[src/rtl/otp_pkg.sv]
package otp_pkg;
  typedef enum logic [2:0] {
    MD_STANDBY   = 3'd0,
    MD_OUT_OFF   = 3'd1,
    MD_READ      = 3'd2,
    MD_SIGNATURE = 3'd3,
    MD_PROGRAM   = 3'd4,
    MD_VERIFY    = 3'd5,
    MD_INHIBIT   = 3'd6
  } mode_e;
endpackage

[src/rtl/otp_mode_dec.sv]
module otp_mode_dec
  import otp_pkg::*;
#(
  parameter int ADDR_W = 19
) (
  input  logic              ce_ni,
  input  logic              oe_ni,
  input  logic              vpp_on_i,
  input  logic              hv_sel_i,
  input  logic [ADDR_W-1:0] addr_i,
  output mode_e             mode_o
);
  logic upper_zero;
  assign upper_zero = (addr_i[ADDR_W-1:1] == '0);

  always_comb begin
    if (vpp_on_i) begin
      if (!oe_ni)      mode_o = MD_VERIFY;
      else if (!ce_ni) mode_o = MD_PROGRAM;
      else             mode_o = MD_INHIBIT;
    end else if (ce_ni) begin
      mode_o = MD_STANDBY;
    end else if (oe_ni) begin
      mode_o = MD_OUT_OFF;
    end else if (hv_sel_i && upper_zero) begin
      mode_o = MD_SIGNATURE;
    end else begin
      mode_o = MD_READ;
    end
  end
endmodule

[src/rtl/otp_prog_timer.sv]
module otp_prog_timer #(
  parameter int MIN_PULSE = 5,
  parameter int ARR_AW    = 4,
  parameter int DW        = 8
) (
  input  logic              clk_i,
  input  logic              rst_ni,
  input  logic              prog_i,
  input  logic              ce_ni,
  input  logic [ARR_AW-1:0] addr_i,
  input  logic [DW-1:0]     data_i,
  output logic              wr_en_o,
  output logic [ARR_AW-1:0] wr_addr_o,
  output logic [DW-1:0]     wr_data_o,
  output logic              err_o
);
  localparam int CNT_W = $clog2(MIN_PULSE + 1);
  localparam logic [CNT_W-1:0] CNT_MAX = CNT_W'(MIN_PULSE);

  logic [CNT_W-1:0] cnt_q;
  logic             prog_q;
  logic             pulse_end;

  // ce rising right after a program edge closes the pulse
  assign pulse_end = prog_q && ce_ni;
  assign wr_en_o   = pulse_end && (cnt_q >= CNT_MAX);

  always_ff @(posedge clk_i or negedge rst_ni) begin
    if (!rst_ni) begin
      cnt_q     <= '0;
      prog_q    <= 1'b0;
      wr_addr_o <= '0;
      wr_data_o <= '0;
      err_o     <= 1'b0;
    end else begin
      prog_q <= prog_i;
      err_o  <= pulse_end && (cnt_q < CNT_MAX);
      if (prog_i) begin
        if (cnt_q != CNT_MAX) cnt_q <= cnt_q + 1'b1;
        wr_addr_o <= addr_i;
        wr_data_o <= data_i;
      end else begin
        cnt_q <= '0;
      end
    end
  end
endmodule

[src/rtl/otp_cell_array.sv]
module otp_cell_array #(
  parameter int ARR_AW = 4,
  parameter int DW     = 8
) (
  input  logic              clk_i,
  input  logic              rst_ni,
  input  logic              wr_en_i,
  input  logic [ARR_AW-1:0] wr_addr_i,
  input  logic [DW-1:0]     wr_data_i,
  input  logic [ARR_AW-1:0] rd_addr_i,
  output logic [DW-1:0]     rd_data_o
);
  localparam int DEPTH = 1 << ARR_AW;

  logic [DW-1:0] cell_q [DEPTH];

  for (genvar g = 0; g < DEPTH; g++) begin : g_cell
    always_ff @(posedge clk_i or negedge rst_ni) begin
      if (!rst_ni) begin
        cell_q[g] <= '1;
      end else if (wr_en_i && (wr_addr_i == ARR_AW'(g))) begin
        cell_q[g] <= cell_q[g] & wr_data_i;  // one-way: bits only clear
      end
    end
  end

  assign rd_data_o = cell_q[rd_addr_i];
endmodule

[src/rtl/otp_bus_ctrl.sv]
module otp_bus_ctrl
  import otp_pkg::*;
#(
  parameter int          ADDR_W    = 19,
  parameter int          ARR_AW    = 4,
  parameter int          MIN_PULSE = 5,
  parameter logic [7:0]  MFR_CODE  = 8'h1E,
  parameter logic [7:0]  DEV_CODE  = 8'h0B
) (
  input  logic              clk_i,
  input  logic              rst_ni,
  input  logic              ce_ni,
  input  logic              oe_ni,
  input  logic              vpp_on_i,
  input  logic              hv_sel_i,
  input  logic [ADDR_W-1:0] addr_i,
  input  logic [7:0]        data_i,
  output logic [7:0]        data_o,
  output logic              data_oe_o,
  output logic [2:0]        mode_o,
  output logic              pulse_err_o
);
  localparam int DW = 8;

  mode_e             mode;
  logic              wr_en;
  logic [ARR_AW-1:0] wr_addr;
  logic [DW-1:0]     wr_data;
  logic [DW-1:0]     arr_rd;

  otp_mode_dec #(.ADDR_W(ADDR_W)) u_dec (
    .ce_ni    (ce_ni),
    .oe_ni    (oe_ni),
    .vpp_on_i (vpp_on_i),
    .hv_sel_i (hv_sel_i),
    .addr_i   (addr_i),
    .mode_o   (mode)
  );

  otp_prog_timer #(.MIN_PULSE(MIN_PULSE), .ARR_AW(ARR_AW), .DW(DW)) u_tmr (
    .clk_i     (clk_i),
    .rst_ni    (rst_ni),
    .prog_i    (mode == MD_PROGRAM),
    .ce_ni     (ce_ni),
    .addr_i    (addr_i[ARR_AW-1:0]),
    .data_i    (data_i),
    .wr_en_o   (wr_en),
    .wr_addr_o (wr_addr),
    .wr_data_o (wr_data),
    .err_o     (pulse_err_o)
  );

  otp_cell_array #(.ARR_AW(ARR_AW), .DW(DW)) u_arr (
    .clk_i     (clk_i),
    .rst_ni    (rst_ni),
    .wr_en_i   (wr_en),
    .wr_addr_i (wr_addr),
    .wr_data_i (wr_data),
    .rd_addr_i (addr_i[ARR_AW-1:0]),
    .rd_data_o (arr_rd)
  );

  always_comb begin
    unique case (mode)
      MD_READ, MD_VERIFY: begin
        data_oe_o = 1'b1;
        data_o    = arr_rd;
      end
      MD_SIGNATURE: begin
        data_oe_o = 1'b1;
        data_o    = addr_i[0] ? DEV_CODE : MFR_CODE;
      end
      default: begin
        data_oe_o = 1'b0;
        data_o    = '0;
      end
    endcase
  end

  assign mode_o = mode;
endmodule

[config.mk]
export PLATFORM = sky130hd
export DESIGN_NAME = otp_bus_ctrl
export DESIGN_NICKNAME = d
export VERILOG_FILES = /design/src/rtl/otp_pkg.sv /design/src/rtl/otp_mode_dec.sv /design/src/rtl/otp_prog_timer.sv /design/src/rtl/otp_cell_array.sv /design/src/rtl/otp_bus_ctrl.sv
export SDC_FILE = /design/constraint.sdc
export NUM_CORES = 1
export LEC_CHECK = 0
export ABC_CLOCK_PERIOD_IN_PS = 4400
export BUFFER_PORTS_ARGS = -buffer_cell sky130_fd_sc_hd__buf_2
export CELL_PAD_IN_SITES_DETAIL_PLACEMENT = 0
export CELL_PAD_IN_SITES_GLOBAL_PLACEMENT = 1
export CORE_MARGIN = 3
export CORE_UTILIZATION = 50
export DETAILED_ROUTE_END_ITERATION = 12
export PLACE_DENSITY = 0.76
export SLEW_MARGIN = 20
export SYNTH_ARGS = -nofsm -noshare
export SYNTH_HDL_FRONTEND = slang
export SYNTH_SLANG_ARGS = --single-unit
[constraint.sdc]
create_clock -name clk_i -period 4.4 [get_ports clk_i]
set_clock_uncertainty 0.1 [all_clocks]
set_input_delay 0.22 -clock clk_i [delete_from_list [all_inputs] [get_ports clk_i]]
set_output_delay 0.22 -clock clk_i [all_outputs]
set_load 0.05 [all_outputs]
==> results.ini, run 1 <==
[die]
die-area_mm2 = 0.0142
die_w_um = 119
floorplan.initialDensity_pct = 52.1
die_height_um = 119
io_pins = 46
floorplan.rows = 40
core_area_mm2 = 0.0123

[sta]
rsz0062_at_grt = false
min_period_ns = 2.74
count_of_endpoints_failing_setup_in_the_final_report = 0
worst_slew_margin_rel_pct = 32.7
layout_worst_path_cycle_share_pct = 62.2
tns_setup_ns = 0
max_slew.worst_pin.slew_ns = 1.01
fmax_mhz = 366
hold_violations = 0
drv_slew = 0

[worst_setup_path]
timing.reg2reg.setup_slack_ns = 1.89
worst_reg_to_reg_path_cell_count = 6
worst_r2r_startpoint = u_tmr.cnt_q[1]$_DFFE_PN0P_
end_kind = output pin
critical_path_arrival_ns = 2.42
cp.required_ns = 4.08
crit-reg2reg-capture = u_arr.cell_q[20]$_DFFE_PN1P_
setup.worst_path.start_class = primary input
criticalPathCategory = primary input to output pin
critPathMaxFanout = 33

[power_and_ir_drop]
internal_power_mw = 2.38
sequentialPowerShare_pct = 46.1
power-per-cell-area_mw_per_mm2 = 418
pwr-share-comb_pct = 4.9
switching_power_mw = 0.730
total_leakage_power_nw = 2.91
worst_ir_drop_vdd_mv = 0.290
power.clock.fraction_pct = 49.0
power.share.switching_pct = 23.5

[global_routing]
global_route.usage.total_pct = 22.5
globalRouteOverflowTotal = 0
first_pass_grt_wire_length_um = 24200
groute.layer.met2.usage_pct = 35.9
grt-busiest-layer = met2
grt_max_degree = 116
grt_pass1_vias = 4269
number_of_antenna_violations_at_the_first_check_in_global_routing = 0
global_route.usage.met3_pct = 6.03
grtUsageMet1_pct = 30.3

[run]
cap_viol_max_count = 0

[synth]
syn-num-nets = 502
ys_warn_count = 0
syn-instance-count = 467
mean_instance_size_in_the_synthesized_netlist_um2 = 13.7
synth_seq_cells = 145
syn_area_mm2 = 0.00639
synth_cell_type_count = 44
ys_seq_area_share_pct = 59.3

[place]
hpwl_um = 9420
portBuffers = 45
dpl_cell_area_mm2 = 0.00671
gpl.final_weighted_congestion = 0.800

[clock_tree]
post_cts_repair_setup_buffers = 0
cts_tree = done
clock_insertion_delay_worst_skew_ns = 0.42
ctsRootBufferMaster = sky130_fd_sc_hd__clkbuf_16
cts_resized = 0
max-clock-path-buffers = 2
cts_buffers = 17
cts.sinks = 145
cts_clk_pin_slew_worst_paths_ns = 0.06
cts_htree_levels = 4

[routing]
drc = 0
drt_wl_total_um = 14800
antenna_violating_nets_post_route = 0
detailedRoute.firstIterationViolations = 177
vias_per_cell = 5.81
vias = 4037
routedWlPerCell_um = 21.3
dr.pass1.iters = 4

[worst_hold_path]
hold_path_end = u_tmr.err_o$_DFF_PN0_
hold_depth = 2
hold_path.class = primary input to flip-flop
min-delay-start = ce_ni

[cells_and_area]
layout.cells.most_common_list = sky130_fd_sc_hd__o21a_1 (128), sky130_fd_sc_hd__dfstp_2 (128), sky130_fd_sc_hd__buf_2 (43)
drive_above_1_share_pct = 48.0
area_delta_synth_final_pct = 16.3
fin_nets = 549
number_of_diodes = 0
design_area_mm2 = 0.00743
n_fill_cell = 930

[run_status]
run_status = complete, no violations

## cell usage after synthesis (all sizes together)
library cell / number / share of area, %
nand3: 8 / 0.63
nand4: 2 / 0.20
or3: 2 / 0.27
o31ai: 1 / 0.33
o21bai: 1 / 0.12
o221ai: 2 / 0.27
or4: 2 / 0.29
or2: 1 / 0.14
xnor2: 1 / 0.14
ha: 2 / 0.39
nor2b: 4 / 0.39
dfrtp: 17 / 6.7
nor2: 9 / 0.53
o22ai: 5 / 0.49
o22a: 3 / 0.41
mux2: 10 / 1.8
mux2i: 10 / 1.6
nor3: 4 / 0.31
and3: 1 / 0.098
nand2: 41 / 2.4
mux4: 29 / 10
o21a: 128 / 15
a221oi: 2 / 0.27
o2bb2ai: 1 / 0.14
nand3b: 1 / 0.12
a211oi: 1 / 0.12
nand2b: 1 / 0.098
dfstp: 128 / 53
nor4: 2 / 0.20
inv: 5 / 0.29
o21ai: 7 / 0.55
clkbuf: 12 / 0.74
a31o: 1 / 0.14
nor4b: 2 / 0.27
a21oi: 3 / 0.23
buf: 17 / 1.5
clkinv: 1 / 0.059
## area by class of cell
type | count | area, µm² | area share, %
inverter | 6 | 22.5 | 0.303
clock inverter | 13 | 183 | 2.46
multi-input combinational | 287 | 2440 | 32.8
timing repair buffer | 57 | 347 | 4.66
tap | 168 | 210 | 2.83
clock buffer | 19 | 443 | 5.96
sequential | 145 | 3790 | 51.0
## power by group through the flow
stage               combinational, mW  sequential [mW]  clock [mW]
floorplan                       0.137             1.39           0
global placement                0.146             1.45           0
detailed placement              0.149             1.45           0
CTS                             0.156             1.43        1.55
global route                    0.170             1.44        1.61
finish                          0.152             1.43        1.52
## per-layer routing
layer,vias to the layer above,share of wire (%)
li1,1807,-
met1,2101,43
met2,106,49
met3,23,5.7
met4,0,2.2
met5,-,0
## state kept, by name, indices dropped and copies added (netlist names)
signal / count
u_arr.cell_q: 128
u_tmr.cnt_q: 3
u_tmr.err_o: 1
u_tmr.prog_q: 1
u_tmr.wr_addr_o: 4
u_tmr.wr_data_o: 8
## per-stage QoR
| step | util, % | std cells | hold WS [ns] | total power, mW | setup slack (ns) |
|---|---|---|---|---|---|
| 2_1_floorplan | - | 467 | -0.176 | 1.53 | 1.36 |
| 6_report | 60.6 | 695 | 0.0104 | 3.11 | 1.66 |
| 3_5_place_dp | 54.7 | 654 | 0.312 | 1.60 | 1.45 |
| 3_3_place_gp | 54.7 | 654 | 0.307 | 1.60 | 1.56 |
| 5_1_grt | 60.6 | 695 | 0.0229 | 3.22 | 1.57 |
| 4_1_cts | 60.6 | 695 | 0.00633 | 3.13 | 1.46 |
## how the worst max path moves through the flow
stage / startpoint / endpoint / slack [ns] / cells after the start
2_1_floorplan: vpp_on_i / data_o[5] / 1.36 / 4
3_3_place_gp: addr_i[0] / data_o[5] / 1.56 / 7
3_5_place_dp: addr_i[0] / data_o[5] / 1.45 / 7
4_1_cts: addr_i[0] / data_o[5] / 1.46 / 7
5_1_grt: addr_i[1] / data_o[4] / 1.57 / 6
6_report: addr_i[1] / data_o[2] / 1.66 / 6
## cell families (layout without fill, tap and decap cells)
family	Yosys count	count (layout)	share of synthesized area, %
flip-flops	145	145	59.3
adder cells (fa/ha/maj)	2	2	0.392
XOR/XNOR	1	1	0.137
AND/OR/NAND/NOR	80	80	5.95
buffers and inverters	35	95	2.56
multiplexers	49	49	13.6
AO/OA/AOI/OAI	155	155	18.1
## what timing repair did
action / 4_1_cts / 5_1_grt
hold endpoints to repair: 23 / 0
endpoints found under the setup margin: 0 / 0
hold buffers: 9 / 0
## worst max-delay path, stage by stage
cell and delay [ns]:
sky130_fd_sc_hd__buf_2 0.38, sky130_fd_sc_hd__or2_4 0.38, sky130_fd_sc_hd__or4_4 0.53, sky130_fd_sc_hd__or3_4 0.44, sky130_fd_sc_hd__o22ai_1 0.16, sky130_fd_sc_hd__buf_2 0.29
(Power assumes the default switching activity.)
==> run 2: changes to the inputs <==
--- a/config.mk
+++ b/config.mk
@@ -5,14 +5,15 @@
 export SDC_FILE = /design/constraint.sdc
 export NUM_CORES = 1
 export LEC_CHECK = 0
-export ABC_CLOCK_PERIOD_IN_PS = 4400
+export ABC_AREA = 1
+export ABC_CLOCK_PERIOD_IN_PS = 2800
 export BUFFER_PORTS_ARGS = -buffer_cell sky130_fd_sc_hd__buf_2
 export CELL_PAD_IN_SITES_DETAIL_PLACEMENT = 0
 export CELL_PAD_IN_SITES_GLOBAL_PLACEMENT = 1
 export CORE_MARGIN = 3
-export CORE_UTILIZATION = 50
+export CORE_UTILIZATION = 47
 export DETAILED_ROUTE_END_ITERATION = 12
-export PLACE_DENSITY = 0.76
+export PLACE_DENSITY = 0.77
 export SLEW_MARGIN = 20
 export SYNTH_ARGS = -nofsm -noshare
 export SYNTH_HDL_FRONTEND = slang
==> constraint.sdc (replaced) <==
create_clock -name clk_i -period 2.8 [get_ports clk_i]
set_clock_uncertainty 0.1 [all_clocks]
set_input_delay 0.14 -clock clk_i [delete_from_list [all_inputs] [get_ports clk_i]]
set_output_delay 0.14 -clock clk_i [all_outputs]
set_load 0.05 [all_outputs]
==> results.ini, run 2 <==
[run_status]
run_status = complete, no violations

[synth]
synth_seq_cells = 145  ; unchanged
yosysTopAreaCell = sky130_fd_sc_hd__dfstp_2
ys_warn_count = 0  ; unchanged
ys_seq_area_share_pct = 53.5  ; -5.8 points
synth-edff-count = 0  ; unchanged
async_reset_ff_share_pct = 100  ; unchanged
syn-instance-count = 774  ; +66%
synth_ff_type = sky130_fd_sc_hd__dfstp_2
synth_common_cells = sky130_fd_sc_hd__nand2_1 (155), sky130_fd_sc_hd__dfstp_2 (128), sky130_fd_sc_hd__o21a_1 (93)
syn-num-nets = 809  ; +61%
synth_cell_type_count = 34  ; -23%
synthDominantCellAreaShare_pct = 47.5  ; -5.1 points
post_synth_main_area_contributors = sky130_fd_sc_hd__dfstp_2 (48%), sky130_fd_sc_hd__o21a_1 (9.9%), sky130_fd_sc_hd__nand2_1 (8.2%)
mean_instance_size_in_the_synthesized_netlist_um2 = 9.15  ; -33%
syn_area_mm2 = 0.00708  ; +11%
synth.most_common_cell = sky130_fd_sc_hd__nand2_1

[cells_and_area]
number_of_diodes = 0  ; unchanged
final-instance-count-excl-fill = 1008  ; +45%
final_util_pct = 54.6  ; -6.0 points
area_delta_synth_final_pct = 13.0
layout.cells.most_common_list = sky130_fd_sc_hd__nand2_1 (155), sky130_fd_sc_hd__dfstp_2 (128), sky130_fd_sc_hd__o21a_1 (93)
largestRegisters = u_arr.cell_q (128), u_tmr.wr_data_o (8), u_tmr.wr_addr_o (4)
largest_register = u_arr.cell_q
drive_above_1_share_pct = 28.2  ; -20 points
largest_register_ff_count = 128  ; unchanged
design_area_mm2 = 0.00800  ; +7.6%
n_fill_cell = 1353  ; +45%
most_common_library_cell_in_the_layout_ignoring_fill_and_taps = sky130_fd_sc_hd__nand2_1
fin_nets = 846  ; +54%

[sta]
rsz0062_at_grt = false
max_slew.worst_pin.slew_ns = 0.701  ; -0.309 ns
hold_violations = 0  ; unchanged
count_of_endpoints_failing_setup_in_the_final_report = 0  ; unchanged
fmax_mhz = 421
min_period_ns = 2.38
layout_worst_path_cycle_share_pct = 84.9
drv_slew = 0  ; unchanged
worst_slew_margin_rel_pct = 53.3  ; +21 points
tns_setup_ns = 0  ; unchanged

[die]
die_height_um = 129  ; +8.1%
floorplan.initialDensity_pct = 48.3  ; -3.8 points
floorplan.rows = 44  ; +10%
die-area_mm2 = 0.0166  ; +17%
core_area_mm2 = 0.0146  ; +19%
die_w_um = 129  ; +8.1%
io_pins = 46  ; unchanged

[clock_tree]
cts_buffers = 17  ; unchanged
cts_resized = 0  ; unchanged
ctsRootBufferMaster = sky130_fd_sc_hd__clkbuf_16
cts_clk_pin_slew_worst_paths_ns = 0.06  ; about the same
max-clock-path-buffers = 2  ; unchanged
post_cts_repair_setup_buffers = 0  ; unchanged
cts.sinks = 145  ; unchanged
cts_htree_levels = 4  ; unchanged
cts_tree = done
clock_insertion_delay_worst_skew_ns = 0.42  ; about the same
hold_buffers = 10  ; +1

[worst_setup_path]
criticalPathCategory = primary input to output pin
slowest_stage = sky130_fd_sc_hd__dlygate4sd3_1
crit_buf_inv = 4  ; +2
timing.critical_path.slowest_cell_delay_ns = 0.55  ; +0.02 ns
crit_cells = 10  ; +4
critical_path_arrival_ns = 2.14  ; -0.28 ns
cp.required_ns = 2.56  ; -1.52 ns
crit_path_cell_trace = dlygate4sd3_1, buf_2, nor3_1, inv_1, nand2_1, nand2_1, nor2_1, nand3_1, nand2_1, buf_2
critPathMaxFanout = 4  ; -88%
timing.critical_path.mode_cell = sky130_fd_sc_hd__nand2_1
worst_reg_to_reg_path_cell_count = 6  ; unchanged
timing.critical_path.max_delay_family = buffers and inverters
end_kind = output pin
setup.worst_path.start_class = primary input

[global_routing]
number_of_antenna_violations_at_the_first_check_in_global_routing = 0  ; unchanged
first_pass_grt_wire_length_um = 29400  ; +22%
global_route.usage.total_pct = 23.1  ; +0.59 points
grt_max_degree = 72  ; -38%
grt_pass1_vias = 5484  ; +28%
globalRouteOverflowTotal = 0  ; unchanged

[power_and_ir_drop]
worst_ir_drop_vdd_mv = 0.401  ; +38%
power-per-cell-area_mw_per_mm2 = 613  ; +47%
design_power_total_mw = 4.90  ; +58%
total_leakage_power_nw = 3.55  ; +22%

[run]
cap_viol_max_count = 0  ; unchanged

[place]
gpl.final_weighted_congestion = 0.812  ; +1.5%
post-place-cells = 966  ; +48%
hpwl_um = 11800  ; +25%
dpl_cell_area_mm2 = 0.00732  ; +9.0%
portBuffers = 45  ; unchanged

[routing]
antenna_violating_nets_post_route = 0  ; unchanged
dr.pass1.iters = 5  ; +1
detailedRoute.firstIterationViolations = 366  ; +110%
vias_per_cell = 5.46  ; -6.0%
vias = 5501  ; +36%
routedWlPerCell_um = 17.8  ; -17%
drc = 0  ; unchanged
drt_wl_total_um = 17900  ; +21%

[worst_hold_path]
hold_path.class = primary input to flip-flop
hold_depth = 3  ; +1

-- run 2: layout make-up --
| type | instances | area [µm²] | share of cell area (%) |
|---|---|---|---|
| Sequential cell | 145 | 3790 | 47.4 |
| Multi-Input combinational cell | 512 | 2720 | 34.0 |
| Clock buffer | 20 | 447 | 5.58 |
| Timing Repair Buffer | 64 | 412 | 5.15 |
| Inverter | 71 | 269 | 3.36 |
| Tap cell | 184 | 230 | 2.88 |
| Clock inverter | 12 | 135 | 1.69 |
-- run 2: kinds of logic after synthesis --
| family | Yosys count | synth area share (%) |
|---|---|---|
| compound gates | 169 | 15.7 |
| xor+xnor | 1 | 0.124 |
| fa+ha+maj | 2 | 0.353 |
| buf+inv | 117 | 8.09 |
| flops | 145 | 53.5 |
| simple gates | 340 | 22.2 |
-- run 2: worst paths after layout --
check	endpoint	slack [ns]	start
worst max register to register	u_arr.cell_q[112]$_DFFE_PN1P_	0.85	u_tmr.cnt_q[1]$_DFFE_PN0P_
worst max-delay path	data_o[1]	0.42	ce_ni
worst min-delay path	u_tmr.wr_addr_o[2]$_DFFE_PN0P_	0.07	addr_i[2]
max in group asynchronous	u_arr.cell_q[69]$_DFFE_PN1P_	1.58	rst_ni
worst min register to register	u_arr.cell_q[118]$_DFFE_PN1P_	0.35	u_arr.cell_q[118]$_DFFE_PN1P_
min in group asynchronous	u_tmr.wr_addr_o[2]$_DFFE_PN0P_	0.20	rst_ni
-- run 2: through the flow --
step | hold WS, ns | setup WS [ns]
floorplan | -0.256 | 1.02
finish | 0.0694 | 0.424
detailed placement | 0.0765 | 0.788
global placement | 0.0751 | 0.809
CTS | 0.0592 | 0.407
global route | 0.114 | 0.351
-- run 2: worst reg2reg max path: stages (launching register included) --
cell and delay, ns:
sky130_fd_sc_hd__dfrtp_1 0.40, sky130_fd_sc_hd__inv_1 0.07, sky130_fd_sc_hd__ha_1 0.18, sky130_fd_sc_hd__nand2_4 0.09, sky130_fd_sc_hd__nand2_4 0.27, sky130_fd_sc_hd__nand3_1 0.45
sky130_fd_sc_hd__o21a_1 0.33
-- run 2: metal layers --
layer | up-vias | GRT usage, % | routed length (µm)
met5 | - | 0 | 0
met4 | 0 | 7.10 | 221
met3 | 16 | 5.15 | 764
met2 | 139 | 36.6 | 8700
met1 | 2743 | 31.8 | 8250
li1 | 2603 | - | -
-- run 2: power breakdown --
group	internal, mW	leakage, nW	switching, mW	total [mW]
registers	2.13	1.54	0.121	2.25
logic	0.110	1.73	0.302	0.412
clock network	1.34	0.284	0.897	2.24
